<file path="src/rtl/vec_alloc_pkg.sv">
package vec_alloc_pkg;

    // absolute vector number width (vectors 0..1023)
    localparam int VEC_W     = 10;
    // offset arithmetic width: one bit wider than a vector
    localparam int OFF_W     = VEC_W + 1;
    // request count width: wide enough to express 0..63
    localparam int CNT_W     = 6;
    // largest region is 2^MAX_ORDER vectors
    localparam int MAX_ORDER = 5;
    localparam int MAX_REQ   = 1 << MAX_ORDER;
    localparam int ORD_W     = 3;

    typedef enum logic [1:0] {
        ST_IDLE = 2'd0,
        ST_SCAN = 2'd1,
        ST_FREE = 2'd2,
        ST_RESP = 2'd3
    } alloc_state_e;

    typedef enum logic {
        OP_ALLOC = 1'b0,
        OP_FREE  = 1'b1
    } alloc_op_e;

    typedef struct packed {
        logic             ok;
        logic             err;
        logic [VEC_W-1:0] vector;
    } alloc_rsp_t;

    // smallest order k with 2^k >= n (n assumed 1..MAX_REQ)
    function automatic logic [ORD_W-1:0] round_order(input logic [CNT_W-1:0] n);
        logic [ORD_W-1:0] o;
        logic [CNT_W:0]   p;
        o = ORD_W'(MAX_ORDER);
        for (int k = MAX_ORDER; k >= 0; k--) begin
            p = (CNT_W+1)'(1) << k;
            if (p >= {1'b0, n}) o = ORD_W'(k);
        end
        return o;
    endfunction

    function automatic logic count_legal(input logic [CNT_W-1:0] n);
        return (n != '0) && (n <= CNT_W'(MAX_REQ));
    endfunction

endpackage

</file>
<file path="src/rtl/vec_frame_cfg.sv">
module vec_frame_cfg
    import vec_alloc_pkg::*;
#(
    parameter int                          NUM_FRAMES = 2,
    parameter int                          FW         = 1,
    parameter logic [NUM_FRAMES*VEC_W-1:0] BASES      = '0,
    parameter logic [NUM_FRAMES*OFF_W-1:0] LIMITS     = '0
) (
    input  logic [FW-1:0]    sel,
    output logic [VEC_W-1:0] base,
    output logic [OFF_W-1:0] limit
);

    // an index with no frame behind it reads as an empty frame
    always_comb begin
        base  = '0;
        limit = '0;
        for (int f = 0; f < NUM_FRAMES; f++) begin
            if (sel == FW'(f)) begin
                base  = BASES[f*VEC_W +: VEC_W];
                limit = LIMITS[f*OFF_W +: OFF_W];
            end
        end
    end

endmodule

</file>
<file path="src/rtl/vec_region_mask.sv">
module vec_region_mask
    import vec_alloc_pkg::*;
#(
    parameter int DEPTH = 64
) (
    input  logic [OFF_W-1:0] off,
    input  logic [ORD_W-1:0] ord,
    output logic [DEPTH-1:0] mask,
    output logic [OFF_W-1:0] size
);

    logic [OFF_W-1:0] stop;

    assign size = OFF_W'(1) << ord;
    assign stop = off + size;

    for (genvar i = 0; i < DEPTH; i++) begin : g_bit
        assign mask[i] = (OFF_W'(i) >= off) && (OFF_W'(i) < stop);
    end

endmodule

</file>
<file path="src/rtl/vec_frame_map.sv">
module vec_frame_map
    import vec_alloc_pkg::*;
#(
    parameter int NUM_FRAMES = 2,
    parameter int DEPTH      = 64,
    parameter int FW         = 1
) (
    input  logic             clk,
    input  logic             rst,
    input  logic [FW-1:0]    sel_frame,
    input  logic [DEPTH-1:0] mask,
    input  logic             wr_en,
    input  logic             wr_set,
    output logic             all_free,
    output logic             all_used
);

    logic [NUM_FRAMES-1:0][DEPTH-1:0] frame_bits;
    logic [DEPTH-1:0]                 sel_bits;
    logic [DEPTH-1:0]                 hit;

    for (genvar f = 0; f < NUM_FRAMES; f++) begin : g_frame
        logic [DEPTH-1:0] bits_q;
        always_ff @(posedge clk) begin
            if (rst) begin
                bits_q <= '0;
            end else if (wr_en && (sel_frame == FW'(f))) begin
                if (wr_set) bits_q <= bits_q | mask;
                else        bits_q <= bits_q & ~mask;
            end
        end
        assign frame_bits[f] = bits_q;
    end

    always_comb begin
        sel_bits = '0;
        for (int f = 0; f < NUM_FRAMES; f++) begin
            if (sel_frame == FW'(f)) sel_bits = frame_bits[f];
        end
    end

    assign hit      = sel_bits & mask;
    assign all_free = (hit == '0);
    assign all_used = (hit == mask);

endmodule

</file>
<file path="src/rtl/vec_alloc_top.sv">
module vec_alloc_top
    import vec_alloc_pkg::*;
#(
    parameter int                          NUM_FRAMES   = 2,
    parameter int                          DEPTH        = 64,
    parameter logic [NUM_FRAMES*VEC_W-1:0] FRAME_BASES  = {10'd100, 10'd32},
    parameter logic [NUM_FRAMES*OFF_W-1:0] FRAME_LIMITS = {11'd64, 11'd40},
    localparam int                         FW = (NUM_FRAMES > 1) ? $clog2(NUM_FRAMES) : 1
) (
    input  logic             clk,
    input  logic             rst,
    input  logic             req_valid,
    input  logic             req_free,
    input  logic [CNT_W-1:0] req_count,
    input  logic [FW-1:0]    req_frame,
    input  logic [VEC_W-1:0] req_vector,
    output logic             busy,
    output logic             rsp_valid,
    output logic             rsp_ok,
    output logic             rsp_err,
    output logic [FW-1:0]    rsp_frame,
    output logic [VEC_W-1:0] rsp_vector
);

    alloc_state_e     state_q;
    alloc_op_e        op_q;
    logic [ORD_W-1:0] ord_q;
    logic [FW-1:0]    frame_q;
    logic [OFF_W-1:0] off_q;
    logic [VEC_W-1:0] vec_q;
    alloc_rsp_t       rsp_q;
    logic [FW-1:0]    rsp_frame_q;

    // selected frame configuration
    logic [VEC_W-1:0] cfg_base;
    logic [OFF_W-1:0] cfg_limit;

    // region under test
    logic [OFF_W-1:0] reg_off;
    logic [OFF_W-1:0] reg_size;
    logic [DEPTH-1:0] reg_mask;
    logic             map_free;
    logic             map_used;
    logic             map_wr;
    logic             map_set;

    // release decode
    logic [OFF_W-1:0] rel_off;
    logic             rel_above;
    logic             rel_align;
    logic             rel_fit;
    logic             rel_ok;

    // scan decode
    logic             cand_fit;
    logic             cand_take;
    logic             last_frame;

    vec_frame_cfg #(
        .NUM_FRAMES (NUM_FRAMES),
        .FW         (FW),
        .BASES      (FRAME_BASES),
        .LIMITS     (FRAME_LIMITS)
    ) u_cfg (
        .sel   (frame_q),
        .base  (cfg_base),
        .limit (cfg_limit)
    );

    vec_region_mask #(
        .DEPTH (DEPTH)
    ) u_mask (
        .off  (reg_off),
        .ord  (ord_q),
        .mask (reg_mask),
        .size (reg_size)
    );

    vec_frame_map #(
        .NUM_FRAMES (NUM_FRAMES),
        .DEPTH      (DEPTH),
        .FW         (FW)
    ) u_map (
        .clk       (clk),
        .rst       (rst),
        .sel_frame (frame_q),
        .mask      (reg_mask),
        .wr_en     (map_wr),
        .wr_set    (map_set),
        .all_free  (map_free),
        .all_used  (map_used)
    );

    // release: vector back to frame offset
    assign rel_off   = {1'b0, vec_q} - {1'b0, cfg_base};
    assign rel_above = (vec_q >= cfg_base);
    assign rel_align = ((rel_off & (reg_size - OFF_W'(1))) == '0);
    assign rel_fit   = ((rel_off + reg_size) <= cfg_limit);
    assign rel_ok    = rel_above && rel_align && rel_fit && map_used;

    // scan: one aligned candidate per clock
    assign cand_fit   = ((off_q + reg_size) <= cfg_limit);
    assign cand_take  = cand_fit && map_free;
    assign last_frame = (frame_q == FW'(NUM_FRAMES - 1));

    assign reg_off = (state_q == ST_FREE) ? rel_off : off_q;

    assign map_wr  = ((state_q == ST_SCAN) && cand_take) ||
                     ((state_q == ST_FREE) && rel_ok);
    assign map_set = (state_q == ST_SCAN);

    always_ff @(posedge clk) begin
        if (rst) begin
            state_q     <= ST_IDLE;
            op_q        <= OP_ALLOC;
            ord_q       <= '0;
            frame_q     <= '0;
            off_q       <= '0;
            vec_q       <= '0;
            rsp_q       <= '0;
            rsp_frame_q <= '0;
        end else begin
            unique case (state_q)
                ST_IDLE: begin
                    if (req_valid) begin
                        op_q    <= req_free ? OP_FREE : OP_ALLOC;
                        ord_q   <= round_order(req_count);
                        frame_q <= req_free ? req_frame : '0;
                        off_q   <= '0;
                        vec_q   <= req_vector;
                        if (!count_legal(req_count)) begin
                            rsp_q.ok     <= 1'b0;
                            rsp_q.err    <= req_free;
                            rsp_q.vector <= '0;
                            rsp_frame_q  <= '0;
                            state_q      <= ST_RESP;
                        end else begin
                            state_q <= req_free ? ST_FREE : ST_SCAN;
                        end
                    end
                end
                ST_SCAN: begin
                    if (cand_take) begin
                        rsp_q.ok     <= 1'b1;
                        rsp_q.err    <= 1'b0;
                        rsp_q.vector <= cfg_base + off_q[VEC_W-1:0];
                        rsp_frame_q  <= frame_q;
                        state_q      <= ST_RESP;
                    end else if (cand_fit) begin
                        off_q <= off_q + reg_size;
                    end else if (last_frame) begin
                        rsp_q.ok     <= 1'b0;
                        rsp_q.err    <= 1'b0;
                        rsp_q.vector <= '0;
                        rsp_frame_q  <= '0;
                        state_q      <= ST_RESP;
                    end else begin
                        frame_q <= frame_q + FW'(1);
                        off_q   <= '0;
                    end
                end
                ST_FREE: begin
                    rsp_q.ok     <= rel_ok;
                    rsp_q.err    <= !rel_ok;
                    rsp_q.vector <= rel_ok ? vec_q : '0;
                    rsp_frame_q  <= rel_ok ? frame_q : '0;
                    state_q      <= ST_RESP;
                end
                ST_RESP: begin
                    state_q <= ST_IDLE;
                end
                default: state_q <= ST_IDLE;
            endcase
        end
    end

    assign busy       = (state_q != ST_IDLE);
    assign rsp_valid  = (state_q == ST_RESP);
    assign rsp_ok     = rsp_q.ok;
    assign rsp_err    = rsp_q.err;
    assign rsp_frame  = rsp_frame_q;
    assign rsp_vector = rsp_q.vector;

endmodule

</file>
<file path="config.mk">
export PLATFORM = sky130hd
export DESIGN_NAME = vec_alloc_top
export DESIGN_NICKNAME = d
export VERILOG_FILES = /design/src/rtl/vec_alloc_pkg.sv /design/src/rtl/vec_frame_cfg.sv /design/src/rtl/vec_region_mask.sv /design/src/rtl/vec_frame_map.sv /design/src/rtl/vec_alloc_top.sv
export SDC_FILE = /design/constraint.sdc
export NUM_CORES = 1
export LEC_CHECK = 0
export ABC_AREA = 1
export BUFFER_PORTS_ARGS = -buffer_cell sky130_fd_sc_hd__buf_2
export CORE_ASPECT_RATIO = 1.2
export CORE_MARGIN = 4
export CORE_UTILIZATION = 64
export CTS_CLUSTER_SIZE = 25
export DETAILED_ROUTE_END_ITERATION = 6
export PLACE_DENSITY = 0.81
export SLEW_MARGIN = 5
export SYNTH_ARGS = -nofsm -noshare
export SYNTH_HDL_FRONTEND = slang
export SYNTH_SLANG_ARGS = --single-unit
</file>
<file path="constraint.sdc">
create_clock -name clk -period 7.35 [get_ports clk]
set_clock_uncertainty 0.2 [all_clocks]
set_input_delay 0.3675 -clock clk [delete_from_list [all_inputs] [get_ports clk]]
set_output_delay 0.3675 -clock clk [all_outputs]
set_load 0.01 [all_outputs]
</file>
==> results.md <==
- Initial DRC count: 1578
- PD cells: 487 nW/um2
- Post-Syn Area: 13100 um2
- Area growth syn-to-layout: 6.99%
- Post-synth EDFFs: 0
- CP dominant cell by count: nand2_1
- Filler cell count: 1904
- CP max stage cell: ha_1
- CTS H-tree lvls: 4
- Core area: 20200 um2
- Vias in the first global route: 13100
- Critical Path Sink Type: flop
- Vias: 14600
- Worst slew pin tran: 1190 ps
- DP HPWL: 28.0 mm
- Area of the multi-input gates: 8230 um2
- Worst-path fanout max: 27
- RD Place Congestion: 0.993
- Largest stage delay on the critical path: 380 ps
- Initial antenna violation count: 1
- Leak: 6.69 nW
- Height of the die: 165 um
- Design Power: 6.83 mW
- Min-Delay Path Class: in2reg
- Syn_area_per_cell: 5.92 um2
- Share of post-route cells with drive strength above 1: 6.99%
- Routed Antenna Nets: 0
- Share of the yosys chip area belonging to registers: 25.7%
- TNS Setup: 0 ps
- CTS Sinks: 168
- FFs w/ async S/R, synth: 0%
- Final nets: 2242
- Fmax: 148 MHz
- Final instance area: 14000 um2
- Io pins: 36
- # port buffers: 35
- Cell count of the worst hold path: 3
- Synthesis Warnings: 0
- WL final: 40.2 mm
- Diodes inserted: 0
- Post-DR wirelength/cell: 16.4 um
- Peak VDD IR: 0.000403 V
- Pins Over Slew Limit: 0
- Starting Density: 64.9%
- DRT Pass-1 Iters: 7
- Total grt overflow: 0
- #FFs+latches synth: 168
- Crit path DAT: 6950 ps
- Worst-Skew Late Latency: 460 ps
- Num CTS Buffers: 17
- Postcts setup bufs: 0
- Sequential cell area: 3370 um2
- Status: finished, violations left
- Type of the worst setup path: reg2reg
- CTS root buf: clkbuf_16
- Site Rows: 57
- Clk buf depth: 2
- Residual DRC: 3
- Full die area: 22800 um2
- Total track usage: 33.7%
- Cells after Synth: 2211
- Critical Path RT: 7530 ps
- Placed Area: 13300 um2
- RSZ-0062 raised after global routing: no
- Max-Cap Viols: 0
- Final Critical Period: 6760 ps
- TritonCTS clock tree: built
- Vias per inst: 5.97
- Chip width: 139 um
- Hold Vio Cnt, Final: 2
- Netlist cell types: 45
- Top_reg_cell synth: dfxtp_1
- Clk slew on worst S/H paths: 70 ps
- Slew HR: 20.9%
- Min Hold Slack: -1.47 ps
- Tcrit/Tclk final: 92.0%
- Violated checks: design-rule violations, negative hold slack
- Largest net degree at the start of global routing: 122
- Synth Net Count: 2277
- R2R cell count: 33
- Startpoint type of the worst setup path: flop
- Final setup viols: 0
- First-pass GRT wire length: 63.8 mm
logic make-up (layout without fill, tap and decap cells):
kind of cell    after synthesis  after routing  synth area share (%)
compound gates              297            297                  11.8
xor+xnor                     28             28                  1.87
fa+ha+maj                    45             45                  4.47
buf+inv                     389            365                  12.0
flops                       168            168                  25.7
simple gates               1284           1286                  44.2
layer usage:
metal,part of all wire [%],track usage (%)
met5,0.032,0
met3,7.3,5.30
met4,5.1,16.1
met1,41,41.3
met2,47,58.3
cells in the mapped netlist (2+ instances only):
cell type  count  share of area [%]
nand2_1      547                 16
nor2_1       258                7.4
inv_1        234                6.7
nand3_1      214                8.2
nand4_1      177                8.5
dfxtp_1      168                 26
o21ai_0      133                5.1
a21oi_1      124                4.7
clkbuf_1      68                1.9
ha_1          42                4.0
and3_1        33                1.6
inv_2         31               0.89
buf_2         19               0.73
buf_4         18                1.0
nand3b_1      18                1.0
xor2_1        17                1.1
o21ai_1       15               0.57
buf_1         12               0.34
nor3_1        11               0.42
xnor2_1       11               0.74
nor2_2         6               0.29
or2_2          6               0.29
clkinv_1       5               0.14
nand3_2        5               0.38
a21o_1         4               0.23
a31oi_1        3               0.14
fa_1           3               0.46
nand2_2        3               0.14
nor4_1         3               0.14
o21bai_1       3               0.17
a311oi_1       2               0.13
buf_6          2               0.17
o211ai_1       2               0.11
o22ai_1        2              0.096
o31ai_1        2               0.11
final cells by class:
| class | instances | share of cell area, % |
|---|---|---|
| well taps | 265 | 2.37 |
| clock inverters | 12 | 1.23 |
| repair buffers | 63 | 2.98 |
| inverters | 270 | 7.25 |
| clock buffers | 20 | 3.41 |
| multi-input cells | 1656 | 58.7 |
| flip-flops and latches | 168 | 24.0 |
timing repair:
action,4_1_cts,5_1_grt
hold buffers,3,0
gates resized for setup,0,3
hold endpoints to repair,3,0
endpoints found under the setup margin,0,118
critical path: cells and delay by family, from the launching register on:
| family | cells | cell delay, ps |
|---|---|---|
| DFF | 1 | 360 |
| adders and majority gates | 2 | 740 |
| buffers and inverters | 5 | 1190 |
| and+or+nand+nor | 23 | 3470 |
| AOI/OAI and AO/OA | 3 | 690 |
report_power, final:
group,internal [mW],switching (mW)
clock,0.585,0.430
sequential,0.966,0.0716
combinational,1.28,3.50
per-stage QoR:
stage / setup WS, ps / cells / util [%] / hold slack (ps)
after floorplan: 2120 / 2211 / - / 236
after global placement: 609 / 2417 / 65.9 / 243
after detailed placement: 435 / 2417 / 65.9 / 247
after CTS: 404 / 2452 / 69.2 / 3.29
after global routing: 26.0 / 2454 / 69.4 / 11.2
final: 585 / 2454 / 69.4 / -1.47
layout by cell type (no fill, tap or decap), drive strengths merged, types with 7 or more instances in the layout:
master / netlist / final
dfxtp: 168 / 168
xor2: 17 / 17
clkbuf: 68 / 20
or2: 7 / 7
ha: 42 / 42
a21oi: 124 / 124
buf: 51 / 60
nand3: 219 / 219
nand2: 550 / 552
clkinv: 5 / 7
inv: 265 / 272
and3: 33 / 33
o21ai: 149 / 149
nand4: 177 / 177
nand3b: 18 / 18
nor2: 265 / 265
nor3: 11 / 11
xnor2: 11 / 11
path summary, 6_finish.rpt:
check | from | endpoint | slack (ps)
min | req_vector[7] | vec_q[7] | -1
max reg2reg | state_q[0] | flop | 590
max | state_q[0] | flop | 590
min reg2reg | flop | flop | 260
(Power assumes the default switching activity.)
